==> src/rtl/mw_pkg.sv <==
package mw_pkg;

  typedef enum logic [2:0] {
    MW_READ       = 3'd0,
    MW_WRITE      = 3'd1,
    MW_ERASE      = 3'd2,
    MW_ERASE_ALL  = 3'd3,
    MW_WRITE_ALL  = 3'd4,
    MW_WR_ENABLE  = 3'd5,
    MW_WR_DISABLE = 3'd6
  } mw_op_e;

  typedef enum logic [1:0] {
    ST_IDLE  = 2'd0,
    ST_SHIFT = 2'd1,
    ST_GAP   = 2'd2,
    ST_POLL  = 2'd3
  } mw_state_e;

endpackage

==> src/rtl/mw_halfbit_div.sv <==
module mw_halfbit_div #(
  parameter int HALF_DIV = 4
) (
  input  logic clk,
  input  logic rst,
  input  logic run,
  output logic tick
);
  localparam int CW = (HALF_DIV > 1) ? $clog2(HALF_DIV) : 1;
  localparam logic [CW-1:0] LAST = CW'(HALF_DIV - 1);

  logic [CW-1:0] cnt_q;

  always_ff @(posedge clk) begin
    if (rst || !run) begin
      cnt_q <= '0;
    end else if (cnt_q == LAST) begin
      cnt_q <= '0;
    end else begin
      cnt_q <= cnt_q + 1'b1;
    end
  end

  assign tick = run && (cnt_q == LAST);

  // each half phase needs a fresh count while running
  assert_tick_spacing_R5: assert property (@(posedge clk) disable iff (rst)
    (tick && run && (HALF_DIV > 1)) |=> !tick);

endmodule

==> src/rtl/mw_interval.sv <==
module mw_interval #(
  parameter int CYCLES = 16
) (
  input  logic clk,
  input  logic rst,
  input  logic start,
  output logic expired
);
  localparam int CW = $clog2(CYCLES + 1);
  localparam logic [CW-1:0] LOAD = CW'(CYCLES - 1);

  logic [CW-1:0] cnt_q;
  logic          running_q;

  always_ff @(posedge clk) begin
    if (rst) begin
      cnt_q     <= '0;
      running_q <= 1'b0;
    end else if (start) begin
      cnt_q     <= LOAD;
      running_q <= 1'b1;
    end else if (running_q) begin
      if (cnt_q == '0) begin
        running_q <= 1'b0;
      end else begin
        cnt_q <= cnt_q - 1'b1;
      end
    end
  end

  assign expired = running_q && (cnt_q == '0);

  assert_interval_once_R6: assert property (@(posedge clk) disable iff (rst)
    (expired && !start) |=> !expired);

endmodule

==> src/rtl/mw_framer.sv <==
module mw_framer
  import mw_pkg::*;
#(
  parameter int AFW = 9,
  parameter int DW  = 8,
  parameter int FL  = 3 + AFW + DW,
  parameter int LW  = $clog2(FL + 1)
) (
  input  logic [2:0]     op_i,
  input  logic [AFW-2:0] addr_i,
  input  logic [DW-1:0]  wdata_i,
  output logic [FL-1:0]  frame_o,
  output logic [LW-1:0]  len_o,
  output logic           poll_o
);
  localparam int HDR = 3 + AFW;

  logic [1:0]     opc;
  logic [AFW-1:0] fld;
  logic [DW-1:0]  dat;
  logic           has_data;

  always_comb begin
    opc      = 2'b00;
    fld      = '0;
    dat      = '0;
    has_data = 1'b0;
    poll_o   = 1'b0;
    case (mw_op_e'(op_i))
      MW_READ: begin
        opc      = 2'b10;
        fld      = {1'b0, addr_i};
        has_data = 1'b1;
      end
      MW_WRITE: begin
        opc      = 2'b01;
        fld      = {1'b0, addr_i};
        dat      = wdata_i;
        has_data = 1'b1;
        poll_o   = 1'b1;
      end
      MW_ERASE: begin
        opc    = 2'b11;
        fld    = {1'b0, addr_i};
        poll_o = 1'b1;
      end
      MW_ERASE_ALL: begin
        fld[AFW-1 -: 2] = 2'b10;
        poll_o          = 1'b1;
      end
      MW_WRITE_ALL: begin
        fld[AFW-1 -: 2] = 2'b01;
        dat             = wdata_i;
        has_data        = 1'b1;
        poll_o          = 1'b1;
      end
      MW_WR_ENABLE: begin
        fld[AFW-1 -: 2] = 2'b11;
      end
      default: begin
        fld[AFW-1 -: 2] = 2'b00;
      end
    endcase
  end

  assign frame_o = {1'b1, opc, fld, dat};
  assign len_o   = LW'(HDR) + (has_data ? LW'(DW) : LW'(0));

endmodule

==> src/rtl/mw_eeprom_ctrl.sv <==
module mw_eeprom_ctrl
  import mw_pkg::*;
#(
  parameter int WORD_ORG   = 0,
  parameter int HALF_DIV   = 4,
  parameter int GAP_CYCLES = 25,
  parameter int POLL_LIMIT = 100000,
  localparam int AFW = (WORD_ORG != 0) ? 8 : 9,
  localparam int AW  = AFW - 1,
  localparam int DW  = (WORD_ORG != 0) ? 16 : 8
) (
  input  logic          clk,
  input  logic          rst,
  input  logic          cmd_valid,
  output logic          cmd_ready,
  input  logic [2:0]    cmd_op,
  input  logic [AW-1:0] cmd_addr,
  input  logic [DW-1:0] cmd_wdata,
  output logic          done_o,
  output logic [DW-1:0] rd_data_o,
  output logic          err_o,
  output logic          eep_cs_o,
  output logic          eep_sclk_o,
  output logic          eep_di_o,
  input  logic          eep_do_i
);
  localparam int HDR = 3 + AFW;
  localparam int FL  = HDR + DW;
  localparam int LW  = $clog2(FL + 1);
  localparam int GW  = $clog2(GAP_CYCLES + 1);

  mw_state_e     state_q;
  logic [FL-1:0] frame_q;
  logic [LW-1:0] len_q;
  logic [LW-1:0] bit_q;
  logic          poll_q;
  logic          cs_q, sclk_q, di_q;
  logic [DW-1:0] rd_q;
  logic          done_q, err_q;

  logic [FL-1:0] fr_frame;
  logic [LW-1:0] fr_len;
  logic          fr_poll;
  logic          tick;
  logic          gap_exp, poll_exp;
  logic          shift_end, poll_end, gap_start, poll_start;

  mw_framer #(.AFW(AFW), .DW(DW), .FL(FL), .LW(LW)) framer_i (
    .op_i    (cmd_op),
    .addr_i  (cmd_addr),
    .wdata_i (cmd_wdata),
    .frame_o (fr_frame),
    .len_o   (fr_len),
    .poll_o  (fr_poll)
  );

  mw_halfbit_div #(.HALF_DIV(HALF_DIV)) div_i (
    .clk  (clk),
    .rst  (rst),
    .run  (state_q == ST_SHIFT),
    .tick (tick)
  );

  mw_interval #(.CYCLES(GAP_CYCLES)) gap_i (
    .clk     (clk),
    .rst     (rst),
    .start   (gap_start),
    .expired (gap_exp)
  );

  mw_interval #(.CYCLES(POLL_LIMIT)) poll_i (
    .clk     (clk),
    .rst     (rst),
    .start   (poll_start),
    .expired (poll_exp)
  );

  assign shift_end  = (state_q == ST_SHIFT) && tick && sclk_q &&
                      (bit_q == len_q - LW'(1));
  assign poll_end   = (state_q == ST_POLL) && (eep_do_i || poll_exp);
  assign gap_start  = shift_end || poll_end;
  assign poll_start = (state_q == ST_GAP) && gap_exp && poll_q;

  always_ff @(posedge clk) begin
    if (rst) begin
      state_q <= ST_IDLE;
      frame_q <= '0;
      len_q   <= '0;
      bit_q   <= '0;
      poll_q  <= 1'b0;
      cs_q    <= 1'b0;
      sclk_q  <= 1'b0;
      di_q    <= 1'b0;
      rd_q    <= '0;
      done_q  <= 1'b0;
      err_q   <= 1'b0;
    end else begin
      done_q <= 1'b0;
      case (state_q)
        ST_IDLE: begin
          if (cmd_valid) begin
            frame_q <= fr_frame;
            len_q   <= fr_len;
            poll_q  <= fr_poll;
            bit_q   <= '0;
            cs_q    <= 1'b1;
            sclk_q  <= 1'b0;
            di_q    <= fr_frame[FL-1];
            err_q   <= 1'b0;
            rd_q    <= '0;
            state_q <= ST_SHIFT;
          end
        end
        ST_SHIFT: begin
          if (tick) begin
            if (!sclk_q) begin
              sclk_q <= 1'b1;
              if (bit_q >= LW'(HDR)) begin
                rd_q <= {rd_q[DW-2:0], eep_do_i};
              end
            end else begin
              sclk_q <= 1'b0;
              if (shift_end) begin
                cs_q    <= 1'b0;
                di_q    <= 1'b0;
                state_q <= ST_GAP;
              end else begin
                bit_q   <= bit_q + LW'(1);
                frame_q <= frame_q << 1;
                di_q    <= frame_q[FL-2];
              end
            end
          end
        end
        ST_GAP: begin
          if (gap_exp) begin
            if (poll_q) begin
              cs_q    <= 1'b1;
              state_q <= ST_POLL;
            end else begin
              done_q  <= 1'b1;
              state_q <= ST_IDLE;
            end
          end
        end
        ST_POLL: begin
          if (poll_end) begin
            if (!eep_do_i) begin
              err_q <= 1'b1;
            end
            cs_q    <= 1'b0;
            poll_q  <= 1'b0;
            state_q <= ST_GAP;
          end
        end
        default: state_q <= ST_IDLE;
      endcase
    end
  end

  assign cmd_ready  = (state_q == ST_IDLE);
  assign done_o     = done_q;
  assign rd_data_o  = rd_q;
  assign err_o      = err_q;
  assign eep_cs_o   = cs_q;
  assign eep_sclk_o = sclk_q;
  assign eep_di_o   = di_q;

  // checker state: cycles since chip select fell, edges in the current selection
  logic [GW-1:0] cs_low_cnt;
  logic [LW-1:0] rise_cnt;

  always_ff @(posedge clk) begin
    if (rst) begin
      cs_low_cnt <= GW'(GAP_CYCLES);
      rise_cnt   <= '0;
    end else begin
      if (cs_q) begin
        cs_low_cnt <= '0;
      end else if (cs_low_cnt < GW'(GAP_CYCLES)) begin
        cs_low_cnt <= cs_low_cnt + GW'(1);
      end
      if (!cs_q) begin
        rise_cnt <= '0;
      end else if (tick && !sclk_q && (state_q == ST_SHIFT)) begin
        rise_cnt <= rise_cnt + LW'(1);
      end
    end
  end

  assert_di_hold_R1: assert property (@(posedge clk) disable iff (rst)
    eep_sclk_o |-> $stable(eep_di_o));

  assert_frame_len_R2: assert property (@(posedge clk) disable iff (rst)
    $fell(eep_cs_o) |-> ((rise_cnt == len_q) || (rise_cnt == '0)));

  assert_sclk_parked_R5: assert property (@(posedge clk) disable iff (rst)
    !eep_cs_o |-> !eep_sclk_o);

  assert_cs_gap_R6: assert property (@(posedge clk) disable iff (rst)
    $rose(eep_cs_o) |-> (cs_low_cnt >= GW'(GAP_CYCLES)));

  assert_poll_no_clock_R7: assert property (@(posedge clk) disable iff (rst)
    (state_q == ST_POLL) |-> !eep_sclk_o);

  assert_done_pulse_R10: assert property (@(posedge clk) disable iff (rst)
    done_o |=> !done_o);

  assert_accept_R10: assert property (@(posedge clk) disable iff (rst)
    (cmd_valid && cmd_ready) |=> (eep_cs_o && !cmd_ready));

endmodule

==> config.mk <==
export PLATFORM = sky130hd
export DESIGN_NAME = mw_eeprom_ctrl
export DESIGN_NICKNAME = d
export VERILOG_FILES = /design/src/rtl/mw_pkg.sv /design/src/rtl/mw_halfbit_div.sv /design/src/rtl/mw_interval.sv /design/src/rtl/mw_framer.sv /design/src/rtl/mw_eeprom_ctrl.sv
export SDC_FILE = /design/constraint.sdc
export NUM_CORES = 1
export LEC_CHECK = 0
export BUFFER_PORTS_ARGS = -buffer_cell sky130_fd_sc_hd__buf_2
export CAP_MARGIN = 20
export CORE_UTILIZATION = 60
export CTS_CLUSTER_SIZE = 8
export DETAILED_ROUTE_END_ITERATION = 10
export GPL_TIMING_DRIVEN = 0
export HOLD_SLACK_MARGIN = 0.1
export MAX_ROUTING_LAYER = met4
export PLACE_DENSITY = 0.82
export SLEW_MARGIN = 10
export SYNTH_ARGS = -nofsm -noshare
export SYNTH_HDL_FRONTEND = slang
export SYNTH_SLANG_ARGS = --single-unit
==> constraint.sdc <==
create_clock -name clk -period 6.5 [get_ports clk]
set_input_delay 0.325 -clock clk [delete_from_list [all_inputs] [get_ports clk]]
set_output_delay 0.325 -clock clk [all_outputs]
set_load 0.005 [all_outputs]
After elaboration in Yosys (flattened, before gate mapping)
Index checks and enable logic that the tools add are counted.
W data, S select, Z words.
Word-level totals
  memories: 0
  memory bits (read-only): 0
  RAM bits: 0
  bits of input ports: 23
  flip-flop bits (word level): 71
  bits in latches: 0
  word-level logic and storage cells: 158
Cells by class
  add/sub/neg operators: 6
  magnitude comparators: 1
  shift-type cells: 0
  multipliers: 0
  multiplexer cells: 64
  equality and inequality tests: 23
  divide/modulo/power cells: 0
  bitwise gates (word level): 4
  reduce and logical (&&, ||, !) cells: 42
Operator list (count)
  $mux W19: 4
  $mux W17: 3
  $mux W8: 5
  $pmux W19 S2: 1
  $mux W5: 7
  $mux W1: 25
  $ne A2 B2 Y1 const B: 11
  $logic_not A17 Y1: 1
  $sub A17 B1 Y17 const B: 1
  $pmux W2 S4: 2
  $pmux W8 S2: 1
  $mux W2: 7
  $pmux W5 S2: 1
  $reduce_and A2 Y1: 5
  $reduce_and A5 Y1: 2
  $sub A5 B1 Y5 const B: 2
  $logic_and A1 B1 Y1: 9
  $reduce_or A3 Y1: 3
  $pmux W1 S2: 4
  $reduce_and A4 Y1: 2
  $reduce_bool A2 Y1: 4
  $reduce_or A2 Y1: 4
  $mux W7: 1
  $reduce_and A7 Y1: 1
  23 further kinds: 34

Logic depth before layout (Yosys ltp)
  word-level depth: 9
  depth in mapped cells: 8
  mapped depth without buffers: 7

Cells and area by module
From an unflattened synthesis, not the netlist that was laid out.
Unflattened totals
  cell total of the unflattened synthesis: 434
  area total of the unflattened synthesis: 3622.2 um^2
By module, submodules not included
  mw_eeprom_ctrl: instances 1, cells an instance 255, area an instance 2003.2 um^2
  mw_interval at poll_i: instances 1, cells an instance 102, area an instance 934.6 um^2
  mw_framer: instances 1, cells an instance 38, area an instance 320.3 um^2
  mw_interval at gap_i: instances 1, cells an instance 33, area an instance 277.8 um^2
  mw_halfbit_div: instances 1, cells an instance 6, area an instance 86.3 um^2

Worst setup path before layout
No wires, ideal clock.
  path type: register -> register
  start point: register poll_i.cnt_q[10]
  end point: register poll_i.cnt_q[1]
  stages on the path, launching flop included: 7
  path buffers: 1
  slack: 4.351 ns
  arrival: 2.078 ns
  setup time: 0.070 ns
  path through: dfxtp_1 > or4_4 > or4_4 > buf_6 > o21ai_4 > mux2_1 > a21oi_1
On the way
  cells in the longest elaborated chain, start to end: 3
Ends and longest elaborated chain
  start, declared: RTL line mw_interval.sv:12  | logic [CW-1:0] cnt_q;
  start signal, assigned: RTL line mw_interval.sv:26  | cnt_q <= cnt_q - 1'b1;
  $logic_not A17 Y1: RTL line mw_interval.sv:23  | if (cnt_q == '0) begin
  $ne A2 B1 Y1 (no source line)
  $reduce_and A2 Y1 (no source line)
Every way passes these cells.
A chain may end at the register's enable or synchronous reset.

Worst setup path after layout
  start point: register len_q[2]
  end point: register frame_q[7]
On the way
  cells in the longest elaborated chain, start to end: 5
Ends and longest elaborated chain
  start, declared: RTL line mw_eeprom_ctrl.sv:34  | logic [LW-1:0] len_q;
  start signal, assigned: RTL line mw_eeprom_ctrl.sv:103  | len_q <= fr_len;
  $sub A5 B1 Y5: RTL line mw_eeprom_ctrl.sv:79  | (bit_q == len_q - LW'(1));
  $eq A5 B5 Y1: RTL line mw_eeprom_ctrl.sv:79
  $logic_and A1 B1 Y1: RTL line mw_eeprom_ctrl.sv:78  | assign shift_end = (state_q == ST_SHIFT) && tick && sclk_q &&
  $ne A2 B2 Y1 (no source line)
  $reduce_and A5 Y1 (no source line)
  end signal, assigned: RTL line mw_eeprom_ctrl.sv:102  | frame_q <= fr_frame;
  end signal, assigned: RTL line mw_eeprom_ctrl.sv:129  | frame_q <= frame_q << 1;
  end, declared: RTL line mw_eeprom_ctrl.sv:33  | logic [FL-1:0] frame_q;
Every way passes these cells.

==> results.md <==
* Final nets at 458
* Final Hold Vio Count at 0
* Clock sink count at 69
* Maxcap violations at 0
* Setup TNS at 0 ns
* Initial antenna violation count at 0
* DR iter-0 viols at 139
* All-layer global routing usage at 28.5%
* CTS tree: done
* Routed via count at 2951
* Most common cell after layout, fill and taps aside: dfxtp_1
* H-tree depth at 3
* Largest net degree at the start of global routing at 11
* Vias in the first global route at 2667
* Critical path fanouts, max at 10
* Avg WL per Cell at 14.7 um
* DR DRC count at 0
* Leakage at 1.34 nW
* Post-route ant nets at 0
* Primary FF master, synth: dfxtp_1
* Peak Freq at 423 MHz
* CTS clock-pin slew for the worst setup and hold paths at 0.07 ns
* Synth Area per Inst at 8.50 um2
* Initial Utilization at 63.3%
* Least-Margin Pin Slew at 0.928 ns
* # diodes at 0
* WS Path Type: reg2reg
* Die width at 75.9 um
* Row count at 26
* Pwr dens at 220 nW/um2
* Synth Warn # at 0
* Relative slew margins at 37.7%
* Seq/Total Area, Yosys at 42.2%
* Resize count post-CTS at 0
* Top Ports at 37
* Synth async-reset ratio at 0%
* Post-DP HPWL at 5110 um
* Endpoints failing setup at 0
* Status: finished, final reports clean
* Layout filler cell count at 415
* Global-route wire length before repair at 12000 um
* Clock latency on the worst-skew pair at 0.35 ns
* Routability congestion estimate at 0.865
* Mapped cell area at 3270 um2
* Tmin final at 2.36 ns
* Vias per cell at 5.89
* Cells after Synth at 385
* GRT Residual Overflow at 0
* Peak VDD IR at 0.154 mV
* Routed WL at 7380 um
* Distinct cells, synth at 49
* Startpoint Class: flop
* Core footprint at 5170 um2
* Die ar. at 5750 um2
* Clock skew at 0.00920 ns
* Hold Crit Class: in2reg
* CTS buffer count at 9
* WP data arrival at 2.58 ns
* Final Cycle Share at 36.4%
* Post-cts hold buffer count at 0
* Port Buffers at 33
* Share of cells above drive strength 1 at 14.8%
* Number of flops mapped to enable cells by yosys at 0
* Root Driver: clkbuf_8
* Die Ht at 75.9 um
* Commonest non-fill, non-tap cells in the layout: dfxtp_1, nor2_1, a21oi_1, buf_2, nand2_1
* First drt pass iteration count at 4
* Max Root-Sink Buffers at 2
* Req. time, crit path at 6.72 ns
* Post-CTS setup buffers at 0
* Layout area overhead at 12.4%
* Final core utilization at 71.1%
* Crit end category: flop
* RSZ-0062 raised after global routing: no
* FF+latch count, synth at 69
* Slew Limit Fails at 0
* Syn_nets at 414
-- cell families (layout without fill, tap and decap cells) --
group | Yosys count | after routing | share of synthesized area (%)
multiplexers | 2 | 2 | 0.650
XOR/XNOR | 21 | 21 | 5.62
AO/OA/AOI/OAI | 100 | 100 | 20.4
buffers and inverters | 37 | 83 | 4.82
AND/OR/NAND/NOR | 150 | 150 | 24.0
flip-flops | 69 | 69 | 42.2
adder cells (fa/ha/maj) | 6 | 6 | 2.29
-- critical path, cell delays in order, from the launching register on --
cell	delay, ns
dfxtp_1	0.35
inv_1	0.06
ha_1	0.20
xnor2_1	0.13
xnor2_1	0.43
o21a_1	0.28
clkbuf_1	0.36
buf_2	0.30
a311oi_1	0.11
-- synth_stat cells (3+ instances only) --
master / number / area [um2]
nand4_1: 3 / 18.8
nor2b_1: 4 / 25.0
nand3_1: 13 / 65.1
a21oi_1: 36 / 180
or2_2: 3 / 18.8
a22oi_1: 7 / 52.6
nand2_1: 29 / 109
xor2_1: 11 / 96.3
dfxtp_1: 69 / 1380
or4_1: 4 / 30.0
ha_1: 6 / 75.1
xnor2_1: 10 / 87.6
nor3_1: 10 / 50.1
o211ai_1: 8 / 60.1
o31ai_1: 4 / 30.0
nand4b_1: 9 / 78.8
buf_2: 3 / 15.0
nor4_1: 3 / 18.8
a211oi_1: 12 / 90.1
a31oi_1: 4 / 25.0
nor2_1: 47 / 176
clkbuf_1: 19 / 71.3
a311oi_1: 10 / 87.6
or4_4: 3 / 33.8
nand2b_1: 5 / 31.3
inv_1: 12 / 45.0
o21ai_0: 8 / 40.0
or3_1: 6 / 37.5
-- registers in the layout, summed over array words and instances, names as in the netlist --
signal,cells
state_q,2
poll_i.running_q,1
err_o,1
eep_di_o,1
div_i.cnt_q,2
done_o,1
gap_i.running_q,1
len_q,3
eep_cs_o,1
poll_i.cnt_q,17
rd_data_o,8
eep_sclk_o,1
bit_q,5
poll_q,1
gap_i.cnt_q,5
frame_q,19
-- layer usage --
| layer | global-route usage (%) | up-vias | wire, um | part of all wire [%] |
|---|---|---|---|---|
| li1 | - | 1486 | - | - |
| met3 | 7.14 | 15 | 291 | 3.9 |
| met1 | 33.7 | 1385 | 3410 | 46 |
| met4 | 11.1 | 0 | 142 | 1.9 |
| met5 | - | - | 0 | 0 |
| met2 | 46.5 | 65 | 3530 | 48 |
-- path summary, 6_finish.rpt --
kind	start	end	slack (ns)	cells past startpoint
min reg2reg	div_i.cnt_q[0]	div_i.cnt_q[0]	0.44	1
max reg2reg	len_q[2]	frame_q[7]	4.14	8
min	cmd_wdata[0]	frame_q[0]	0.23	3
max	len_q[2]	frame_q[7]	4.14	8
-- power by group --
group / switching, mW / internal (mW) / total, mW
clock network: 0.151 / 0.140 / 0.291
registers: 0.00738 / 0.436 / 0.443
logic: 0.0475 / 0.0278 / 0.0753
-- metrics by stage --
step / power (mW) / worst slack, ns / instances / hold slack [ns] / instance area, um2
2_1_floorplan: 0.503 / 4.35 / 385 / 0.408 / 3270
3_3_place_gp: 0.525 / 4.13 / 488 / 0.416 / 3530
3_5_place_dp: 0.527 / 4.11 / 488 / 0.431 / 3530
4_1_cts: 0.812 / 4.15 / 501 / 0.221 / 3680
5_1_grt: 0.845 / 3.88 / 501 / 0.242 / 3680
6_report: 0.810 / 4.14 / 501 / 0.229 / 3680
-- layout make-up --
class	count	area [um2]	area share, %
inverter	12	45.0	1.22
multi-input combinational	279	1730	47.1
clock inverter	3	15.0	0.408
timing repair buffer	33	165	4.49
buffer	25	113	3.06
clock buffer	10	138	3.74
sequential	69	1380	37.6
tap	70	87.6	2.38
Power figures use the tool's default switching activity.
